<file path="src/rtl/prog_wdt_pkg.sv">
package prog_wdt_pkg;
  localparam int MULT_W    = 5;
  localparam int RES_W     = 2;
  localparam int RES_STEPS = 1 << RES_W;
  localparam int CNT_W     = MULT_W + 2 * (RES_STEPS - 1);
  localparam int CFG_W     = 1 + MULT_W + RES_W;

  typedef struct packed {
    logic              steer;
    logic [MULT_W-1:0] mult;
    logic [RES_W-1:0]  res;
  } wdt_cfg_t;

  // timeout in base ticks: multiplier scaled by 4^res
  function automatic logic [CNT_W-1:0] span_ticks(input logic [MULT_W-1:0] m,
                                                  input logic [RES_W-1:0]  r);
    span_ticks = CNT_W'(m) << (2 * r);
  endfunction
endpackage

</file>
<file path="src/rtl/wdt_cfg_reg.sv">
module wdt_cfg_reg
  import prog_wdt_pkg::*;
(
  input  logic     clk,
  input  logic     rst_n,
  input  logic     wr_cfg,
  input  wdt_cfg_t wdata,
  input  logic     clr_cfg,
  output wdt_cfg_t cfg
);
  // a host write outranks the self-clear of a reset-steered expiry
  always_ff @(posedge clk) begin
    if (!rst_n)       cfg <= '0;
    else if (wr_cfg)  cfg <= wdata;
    else if (clr_cfg) cfg <= '0;
  end
endmodule

</file>
<file path="src/rtl/wdt_countdown.sv">
module wdt_countdown
  import prog_wdt_pkg::*;
(
  input  logic     clk,
  input  logic     rst_n,
  input  logic     tick,
  input  logic     load,
  input  wdt_cfg_t load_cfg,
  input  wdt_cfg_t cfg,
  output logic     expire
);
  logic [CNT_W-1:0] count;
  logic             armed;

  assign armed  = (cfg.mult != '0);
  assign expire = tick && armed && !load && (count == CNT_W'(1));

  always_ff @(posedge clk) begin
    if (!rst_n)
      count <= '0;
    else if (load)
      count <= span_ticks(load_cfg.mult, load_cfg.res);
    else if (tick && armed) begin
      if (count == CNT_W'(1)) count <= span_ticks(cfg.mult, cfg.res);
      else                    count <= count - CNT_W'(1);
    end
  end

  // after a reload the count is never zero while armed
  p_reload_nonzero_r5: assert property (@(posedge clk) disable iff (!rst_n)
    (load && load_cfg.mult != '0) |=> (count != '0));
endmodule

</file>
<file path="src/rtl/wdt_events.sv">
module wdt_events #(
  parameter int RST_LEN = 4
) (
  input  logic clk,
  input  logic rst_n,
  input  logic expire,
  input  logic steer,
  input  logic flag_rd,
  output logic flag,
  output logic irq,
  output logic rst_out
);
  localparam int PW = $clog2(RST_LEN + 1);
  logic [PW-1:0] pulse_left;

  always_ff @(posedge clk) begin
    if (!rst_n) begin
      flag       <= 1'b0;
      irq        <= 1'b0;
      pulse_left <= '0;
    end else begin
      if (expire)       flag <= 1'b1;
      else if (flag_rd) flag <= 1'b0;

      if (expire && !steer) irq <= 1'b1;
      else if (flag_rd)     irq <= 1'b0;

      if (expire && steer)     pulse_left <= PW'(RST_LEN);
      else if (pulse_left != 0) pulse_left <= pulse_left - PW'(1);
    end
  end

  assign rst_out = (pulse_left != '0);

  p_flag_set_r6: assert property (@(posedge clk) disable iff (!rst_n)
    expire |=> flag);
  p_irq_clear_r7: assert property (@(posedge clk) disable iff (!rst_n)
    (flag_rd && !expire) |=> (!irq && !flag));
  p_pulse_start_r8: assert property (@(posedge clk) disable iff (!rst_n)
    (expire && steer) |=> rst_out);
  p_no_irq_on_reset_r8: assert property (@(posedge clk) disable iff (!rst_n)
    (expire && steer && !irq) |=> !irq);
endmodule

</file>
<file path="src/rtl/prog_wdt.sv">
module prog_wdt
  import prog_wdt_pkg::*;
#(
  parameter int ADDR_W   = 3,
  parameter int DATA_W   = 8,
  parameter int FLAG_IDX = 0,
  parameter int CFG_IDX  = 7,
  parameter int RST_LEN  = 4
) (
  input  logic              clk,
  input  logic              rst_n,
  input  logic              tick_16hz,
  input  logic              bus_wr,
  input  logic              bus_rd,
  input  logic [ADDR_W-1:0] bus_addr,
  input  logic [DATA_W-1:0] bus_wdata,
  output logic [DATA_W-1:0] bus_rdata,
  output logic              wdt_irq,
  output logic              wdt_rst_out
);
  wdt_cfg_t cfg_q, cfg_in;
  logic     wr_cfg, flag_rd, expire, flag_q;

  assign cfg_in  = wdt_cfg_t'(bus_wdata[CFG_W-1:0]);
  assign wr_cfg  = bus_wr && (bus_addr == ADDR_W'(CFG_IDX));
  assign flag_rd = bus_rd && (bus_addr == ADDR_W'(FLAG_IDX));

  wdt_cfg_reg u_cfg (
    .clk(clk), .rst_n(rst_n), .wr_cfg(wr_cfg), .wdata(cfg_in),
    .clr_cfg(expire && cfg_q.steer), .cfg(cfg_q)
  );

  wdt_countdown u_cnt (
    .clk(clk), .rst_n(rst_n), .tick(tick_16hz), .load(wr_cfg),
    .load_cfg(cfg_in), .cfg(cfg_q), .expire(expire)
  );

  wdt_events #(.RST_LEN(RST_LEN)) u_evt (
    .clk(clk), .rst_n(rst_n), .expire(expire), .steer(cfg_q.steer),
    .flag_rd(flag_rd), .flag(flag_q), .irq(wdt_irq), .rst_out(wdt_rst_out)
  );

  always_comb begin
    bus_rdata = '0;
    if (bus_addr == ADDR_W'(FLAG_IDX))     bus_rdata[DATA_W-1] = flag_q;
    else if (bus_addr == ADDR_W'(CFG_IDX)) bus_rdata[CFG_W-1:0] = cfg_q;
  end

  p_disabled_r4: assert property (@(posedge clk) disable iff (!rst_n)
    (cfg_q.mult == '0) |-> !expire);
  p_self_clear_r8: assert property (@(posedge clk) disable iff (!rst_n)
    (expire && cfg_q.steer && !wr_cfg) |=> (cfg_q == '0));
  p_write_store_r2: assert property (@(posedge clk) disable iff (!rst_n)
    wr_cfg |=> (cfg_q == $past(cfg_in)));
endmodule

</file>
<file path="config.mk">
export PLATFORM = sky130hd
export DESIGN_NAME = prog_wdt
export DESIGN_NICKNAME = d
export VERILOG_FILES = /design/src/rtl/prog_wdt_pkg.sv /design/src/rtl/wdt_cfg_reg.sv /design/src/rtl/wdt_countdown.sv /design/src/rtl/wdt_events.sv /design/src/rtl/prog_wdt.sv
export SDC_FILE = /design/constraint.sdc
export NUM_CORES = 1
export LEC_CHECK = 0
export BUFFER_PORTS_ARGS = -buffer_cell sky130_fd_sc_hd__buf_4
export CAP_MARGIN = 25
export CORE_UTILIZATION = 50
export DETAILED_ROUTE_END_ITERATION = 8
export PLACE_DENSITY = 0.75
export SLEW_MARGIN = 25
export SYNTH_ARGS = -nofsm -noshare
export SYNTH_HDL_FRONTEND = slang
export SYNTH_SLANG_ARGS = --single-unit
</file>
<file path="constraint.sdc">
create_clock -name clk -period 2.02 [get_ports clk]
set_clock_uncertainty 0.15 [all_clocks]
set_input_delay 0.202 -clock clk [delete_from_list [all_inputs] [get_ports clk]]
set_output_delay 0.202 -clock clk [all_outputs]
set_load 0.01 [all_outputs]
</file>
==> flow_results.org, run 1 <==
** Status
- The flow ran to the end, but the final reports show violations.
- Violations in the final reports :: design-rule violations, negative setup slack

** Timing
- Worst slew pin tran :: between 500 and 600 ps
- Setup repair after global routing could not meet its margin everywhere.
- The hold violation total from the final report is 0.
- Number of setup violations in the final report :: 8
- Final clock period utilization by the worst path :: 1.07
- Derived from the worst setup path, the maximum achievable clock frequency is between 400 and 500 MHz.
- Max-slew violation count :: 0
- Tightest slew margin relative to the limit :: 0.635
- The routed design could run at a clock period as short as 2160 ps.
- Once routing completed, OpenROAD measured the worst setup slack at -136 ps.

** Power and ir drop
- The share of total power dissipated in the clock network is 0.191.
- Of the total power, combinational logic draws 0.401.
- For this design the total switching power over the nets is roughly 450 uW.
- The worst-case IR drop observed on VDD is 0.398 mV.
- Switching Share :: 0.333
- Share of total power in sequential cells :: 0.407
- The internal power of the cells totals approximately 900 uW.
- Standby leakage power :: between 0.0009 and 0.001 uW
- Cell area power density :: about 610 nW/um^2

** Flow run
- Maximum Capacitance Violations :: 0

** Detailed routing
- After the first detailed-routing iteration, the DRC count stood at 178.
- Before antenna repair, the detailed router went through 7 iterations.
- The detailed router placed between 1500 and 2000 vias in this run.
- Count of nets left with antenna violations after detail routing :: 0
- For this run, design rule violations remaining after detail routing come to 1.
- Total wire length :: around 4900 um
- Vias per inst :: 6.10
- Dividing the detail-routed wire length by the instance count gives around 16 um.

** GRT
- Global-route wire length before repair :: between 7000 and 8000 um
- Final global-route overflow total :: 0
- Initial antenna violation count :: 0
- Entering global routing, the biggest net connects 14 pins.
- Number of global-route vias before repair :: approximately 1700
- Total global routing track utilization :: 0.299

** Cells and area
- Post-route cell area :: roughly 2200 sq um
- For this run, the number of standard cells in the final layout without fillers is 297.
- Compared with the post-synthesis result, the final layout area differs by 38.6%.
- Fraction of final layout cells sized beyond drive strength 1 :: 0.316
- Net total in the final layout :: about 280
- Final core utilization :: 0.725
- Diode insertion count for antenna repair :: 0
- # fillers :: 252

** Worst setup path
- Kind of capture point of the worst setup path :: register
- Nature of the critical path startpoint :: register
- For the worst setup path, the data required time is between 2000 and 2500 ps.
- Arrival time at the worst endpoint :: about 2200 ps
- Crit Path Class :: reg -> reg
- In this run the worst path has a maximum fanout of 3.

** Clock network
- After clock tree synthesis, the clock-pin slew on the worst setup and hold paths is ~140 ps.
- Clock latency reported for the late side of the worst-skew pair :: roughly 320 ps
- Clock tree synthesis inserted a total of 3 buffers.
- CTS tree :: yes
- Clock tree root buffer cell :: sky130_fd_sc_hd__clkbuf_4
- Clock sink count :: 24
- The clock passes through at most 2 buffers.
- Maximum level of the CTS H-tree :: 1

** Logic synthesis
- In this run, distinct cell masters in the synthesized netlist total 47.
- Synthesis inferred 24 register bits.
- Post-Synth Simple-Gate Area :: 0.263
- For this run, the leading register cell type out of synthesis is sky130_fd_sc_hd__dfxtp_1.
- The portion of synthesized area spent on multiplexers is 0.0635.
- Syn Nets :: 218
- The cell area that synthesis handed to floorplanning was around 1600 sq um.
- Area share of fa/ha/maj cells after synthesis :: 0.0392
- After technology mapping, the gate count stands at a little under 200.
- Mean cell area of the mapped netlist :: a little over 8 sq um
- Fraction of synthesized cell area in xor and xnor cells :: 0.0274
- Number of enable flip-flop cells after synthesis :: 0
- Main combinational cell family by area after synthesis :: simple AND/OR/NAND/NOR gates
- For this run, the register share of the synthesized area comes to 0.301.
- The share of the synthesized area in compound gates (AO/OA/AOI/OAI) came to 0.260.
- For this run, the number of Yosys warnings is 0.
- Share of flip-flops with an asynchronous set or reset after synthesis :: 0

** Die
- Vertical die dimension :: 58.5 um
- Die outline area :: about 3400 sq um
- The initial utilization of the core area, before any placement, comes to 0.523.
- The floorplan has 20 rows.
- Chip Width :: approximately 59 um
- The total area inside the core boundary comes to approximately 3100 sq um.
- 26 I/O pins were placed.

** Placement
- Before CTS, the worst setup slack after placement is -89.0 ps.
- The congestion estimate from routability-driven global placement came to approximately 0.88.
- Summing all placed instances gives a cell area of around 2000 sq um.
- Including well taps, the total number of placed cells is roughly 280.
- During placement, the flow inserted port buffers numbering 25.
- HPWL after detailed placement :: roughly 3600 um

** Worst hold path
- Class of the most critical hold timing path :: in -> reg
power groups by stage:
stage | clock, uW | combinational [uW] | sequential, uW
floorplan | 0 | 311 | 553
global placement | 0 | 463 | 551
detailed placement | 0 | 480 | 555
CTS | 259 | 498 | 545
global route | 284 | 593 | 552
finish | 257 | 539 | 548
final cells by class:
| class | instances | area [sq um] | share of cell area |
|---|---|---|---|
| timing repair buffer | 61 | 497 | 0.224 |
| tap | 44 | 55.1 | 0.0249 |
| sequential | 24 | 482 | 0.218 |
| inverter | 9 | 33.8 | 0.0153 |
| multi-input combinational | 155 | 1110 | 0.501 |
| clock buffer | 4 | 36.3 | 0.0164 |
worst paths after layout:
check	start	to	slack [ps]	cells past startpoint
min reg2reg	u_evt.flag	u_evt.flag	330	2
max	u_cnt.count[5]	u_cnt.count[7]	-140	6
min	bus_rd	u_evt.flag	20	4
max reg2reg	u_cnt.count[5]	u_cnt.count[7]	-140	6
timing repair:
action / 4_1_cts / 5_1_grt
hold buffers: 6 / 0
setup endpoints to repair: 7 / 19
resized for setup: 2 / 16
endpoints found under the hold margin: 6 / 0
pin swaps: 2 / 12
cloned: 0 / 0
buffers inserted: 4 / 4
cell usage after synthesis (all sizes together), types with 3 or more instances:
library cell   n  area, sq um
and3           4         25.0
clkbuf         7         26.3
ha             5         62.6
o221a          3         33.8
inv            8         30.0
a21oi         17         85.1
and2           8         50.1
mux2i          9         90.1
o211ai         3         22.5
nor3           4         20.0
xnor2          4         35.0
o221ai         4         35.0
nand3          5         30.0
a22o           6         52.6
dfxtp         24          480
nor2          13         48.8
or4            5         41.3
o21ai         11         58.8
nand2         18         67.6
o22ai          3         18.8
nand4          6         37.5
a31oi          5         37.5
sequential cells by signal, summed over array words and instances (netlist names):
register	count
u_cnt.count	11
u_cfg.cfg	8
u_evt.pulse_left	3
u_evt.flag	1
u_evt.irq	1
routing by layer:
layer  track usage  up-vias  wire [um]
met5             0        -          0
met2         0.516       76       2440
met1         0.384      863       2050
li1              -      860          -
met3        0.0615       13        329
met4        0.0714        0         84
metrics by stage:
stage | hold slack [ps] | TNS, ps | total power, uW
finish | 24.5 | -509 | 1340
global placement | 247 | -1.97 | 1010
global route | 31.7 | -1050 | 1430
floorplan | 162 | 0 | 864
detailed placement | 248 | -315 | 1030
CTS | 12.6 | -390 | 1300
critical path: stages, from the launching register on:
cell and delay (ps):
sky130_fd_sc_hd__dfxtp_2 350, sky130_fd_sc_hd__or4_4 550, sky130_fd_sc_hd__buf_4 170, sky130_fd_sc_hd__nor4_4 150
sky130_fd_sc_hd__mux2i_1 300, sky130_fd_sc_hd__o221ai_1 160, sky130_fd_sc_hd__o221a_2 250
cell usage in the layout (no fill, tap or decap), types with 4 or more instances in the layout:
cell,count
sky130_fd_sc_hd__a21oi_1,16
sky130_fd_sc_hd__a22o_1,6
sky130_fd_sc_hd__a31oi_1,4
sky130_fd_sc_hd__and2_1,8
sky130_fd_sc_hd__buf_4,52
sky130_fd_sc_hd__dfxtp_1,23
sky130_fd_sc_hd__dlygate4sd3_1,6
sky130_fd_sc_hd__ha_1,4
sky130_fd_sc_hd__inv_1,8
sky130_fd_sc_hd__mux2i_1,9
sky130_fd_sc_hd__nand2_1,18
sky130_fd_sc_hd__nand3_1,4
sky130_fd_sc_hd__nand4_1,6
sky130_fd_sc_hd__nor2_1,13
sky130_fd_sc_hd__nor3_1,4
sky130_fd_sc_hd__o21ai_0,10
sky130_fd_sc_hd__or4_1,4
sky130_fd_sc_hd__xnor2_1,4
cell families (layout without fill, tap and decap cells):
group / count (synthesis) / in the layout
AO/OA/AOI/OAI: 61 / 61
XOR/XNOR: 5 / 5
adder cells (fa/ha/maj): 5 / 5
buffers and inverters: 18 / 74
flip-flops: 24 / 24
multiplexers: 10 / 10
AND/OR/NAND/NOR: 74 / 74
Power figures use the tool's default switching activity.
==> run 2: changes to the inputs <==
--- a/config.mk
+++ b/config.mk
@@ -10,6 +10,8 @@
 export CORE_UTILIZATION = 50
 export DETAILED_ROUTE_END_ITERATION = 8
 export PLACE_DENSITY = 0.75
+export REMOVE_ABC_BUFFERS = 1
+export SETUP_SLACK_MARGIN = 0.15
 export SLEW_MARGIN = 25
 export SYNTH_ARGS = -nofsm -noshare
 export SYNTH_HDL_FRONTEND = slang
==> flow_results.org, run 2 (synthesis results as in run 1) <==
** Status
- The flow ran to the end, but the final reports show violations.
- The final reports fail on negative setup slack.

** Worst setup path
- STA puts the critical path data arrival time at 2140 ps.
- CP required :: 2120 ps
- R2R setup slack :: -20 ps
- In this run the worst path has a maximum fanout of 4.
- The setup path with the least slack is of type reg -> reg.
- The worst setup path is captured at a register.
- Nature of the critical path startpoint :: register

** Die
- In this run the count of I/O pins placed on the die edge is 26.
- The initial utilization of the core area, before any placement, comes to 0.523.
- The core region is approximately 3100 sq um.
- Number of placement rows :: 20
- The die covers 3420 sq um.
- Vertical die dimension :: between 50 and 60 um
- The die is about 59 um wide.

** Flow run
- Across the run, the number of max-cap violations was 0.

** Cells and area
- Cell Count, Final, Fillers Out :: about 290
- Net total in the final layout :: 270
- The register with the most flip-flops in the layout has 11 of them.
- Register containing the most flip-flops in the final layout :: u_cnt.count
- The number of antenna diodes in the final layout is 0.
- In the final layout, the share of cells above drive strength 1 is 0.310.
- Final core utilization :: 0.714
- Relative to the synthesized area, the layout overhead comes to 36.5%.
- Registers with the most flip-flops :: u_cnt.count: 11 flops, u_cfg.cfg: 8 flops, u_evt.pulse_left: 3 flops
- Leaving out fill and tap cells, the most frequent cell in the layout is sky130_fd_sc_hd__buf_4.
- Commonest cells after routing, fill and taps aside :: sky130_fd_sc_hd__buf_4 (47), sky130_fd_sc_hd__dfxtp_1 (21), sky130_fd_sc_hd__nand2_1 (18)

** Detailed routing
- In the routed design, unresolved DRC markers number 0.
- The pre-antenna-repair detailed-routing pass consisted of 4 iterations.
- Using the TritonRoute via totals, the vias-per-cell ratio works out to 6.03.
- Count of nets left with antenna violations after detail routing :: 0
- Wires add up to 4760 um.
- DR iter-0 viols :: around 100
- Summing over every cut layer, the via total after detailed routing is ~1800.
- In the final routed layout, each cell accounts on average for 16.3 um.

** Power and ir drop
- Worst IR drop on VDD :: around 0.33 mV
- Standby leakage power :: between 0.0009 and 0.001 uW
- Summed over all nets, the switching power comes to roughly 460 uW.
- Cell internal power was estimated by the tool at slightly below 900 uW.
- Power share of the clock group :: 0.200
- Switching Share :: 0.341
- Share of total power in sequential cells :: 0.404
- Combinational power share :: 0.396
- For this design the ratio of total power to cell area is slightly above 600 nW/um^2.

** Timing
- The number of slew-limit violations in the final report is 0.
- Post-route setup slack :: -17.3 ps
- Static timing analysis puts the maximum clock frequency at between 400 and 500 MHz.
- Number of setup violations in the final report :: 2
- Worst slew pin tran :: 489 ps
- The worst pin sits at a relative slew slack of 0.673.
- Final clock period utilization by the worst path :: 1.01
- Setup repair after global routing could not meet its margin everywhere.
- Subtracting the final worst setup slack from the clock period gives a little over 2000 ps.
- Final Hold Violating Endpoints :: 0

** Placement
- Input/output buffers :: 25
- Routability cong. :: slightly below 1
- After detailed placement, the design holds a cell count of 277.
- HPWL after detailed placement :: 3300 um

** GRT
- Entering global routing, the biggest net connects 16 pins.
- In the global route stage, overall resource usage came out at 0.293.
- The number of antenna violations at the first check in global routing is 0.
- Number of global-route vias before repair :: around 1600
- Final global-route overflow total :: 0
- The first global-routing pass estimated 7450 um of wire.

** Clock network
- Clock tree buffer depth :: 2
- Clock buffers created by TritonCTS :: 3
- CTS placed an instance of sky130_fd_sc_hd__clkbuf_4 at the clock tree root.
- For this design, the sink count on the clock tree is 24.
- Maximum level of the CTS H-tree :: 1
- Clock latency reported for the late side of the worst-skew pair :: about 340 ps
- CTS tree :: yes
- Clock-pin slew was measured on the worst setup and hold paths at ~130 ps.

** Worst hold path
- The tightest min-delay check is of the in -> reg type.
## run 2: cell types whose count changed in the layout (fill, tap and decap cells not counted), moves of 2 or more
cell	change
sky130_fd_sc_hd__buf_4	-5
sky130_fd_sc_hd__dfxtp_1	-2
sky130_fd_sc_hd__dfxtp_2	+2
sky130_fd_sc_hd__o221ai_1	+2
sky130_fd_sc_hd__o221ai_2	-2
## run 2: power groups by stage
stage	sequential [uW]	combinational, uW	clock, uW
floorplan	554	300	0
global placement	551	459	0
detailed placement	554	472	0
CTS	544	512	271
global route	553	584	282
finish	548	537	271
## run 2: what timing repair did
| action | 4_1_cts | 5_1_grt |
|---|---|---|
| endpoints found under the setup margin | 21 | 22 |
| cloned | 1 | 0 |
| resized for setup | 12 | 9 |
| hold buffers | 7 | 0 |
| setup buffers | 2 | 1 |
| endpoints found under the hold margin | 7 | 0 |
| pin swaps | 6 | 11 |
## run 2: per-layer routing
metal,part of all wire,vias to the layer above,GRT usage
li1,-,849,-
met1,0.41,820,0.382
met2,0.48,80,0.486
met3,0.083,11,0.0418
met4,0.024,0,0.122
met5,0,-,0
## run 2: worst paths after layout
kind / startpoint / end / cells past startpoint
max reg2reg: u_cnt.count[2] / u_cnt.count[7] / 5
min: rst_n / u_cnt.count[5] / 3
min reg2reg: u_evt.flag / u_evt.flag / 2
max: u_cnt.count[2] / u_cnt.count[7] / 5
## run 2: worst max-delay path: stages (launching register included)
cell	delay, ps
sky130_fd_sc_hd__dfxtp_1	340
sky130_fd_sc_hd__or4_4	570
sky130_fd_sc_hd__nor4_2	190
sky130_fd_sc_hd__mux2i_1	290
sky130_fd_sc_hd__o221ai_1	150
sky130_fd_sc_hd__o221a_2	260
## run 2: final cells by class
type                            count  area (sq um)
Fill cell                         241           873
Inverter                            9          33.8
Tap cell                           44          55.1
Timing Repair Buffer               56           439
Clock buffer                        4          36.3
Sequential cell                    24           484
Multi-Input combinational cell    155          1130
## run 2: metrics by stage
step | power [uW] | TNS [ps] | hold WS, ps | area, sq um | setup WS (ps)
final | 1360 | -22.8 | 30.4 | 2180 | -17.3
after CTS | 1330 | -1.82 | 25.6 | 2130 | -1.82
after detailed placement | 1030 | -252 | 261 | 1950 | -68.2
after global placement | 1010 | -31.1 | 248 | 1950 | -18.2
after global routing | 1420 | -224 | 32.8 | 2180 | -61.3
after floorplan | 854 | -875 | 162 | 1560 | -162
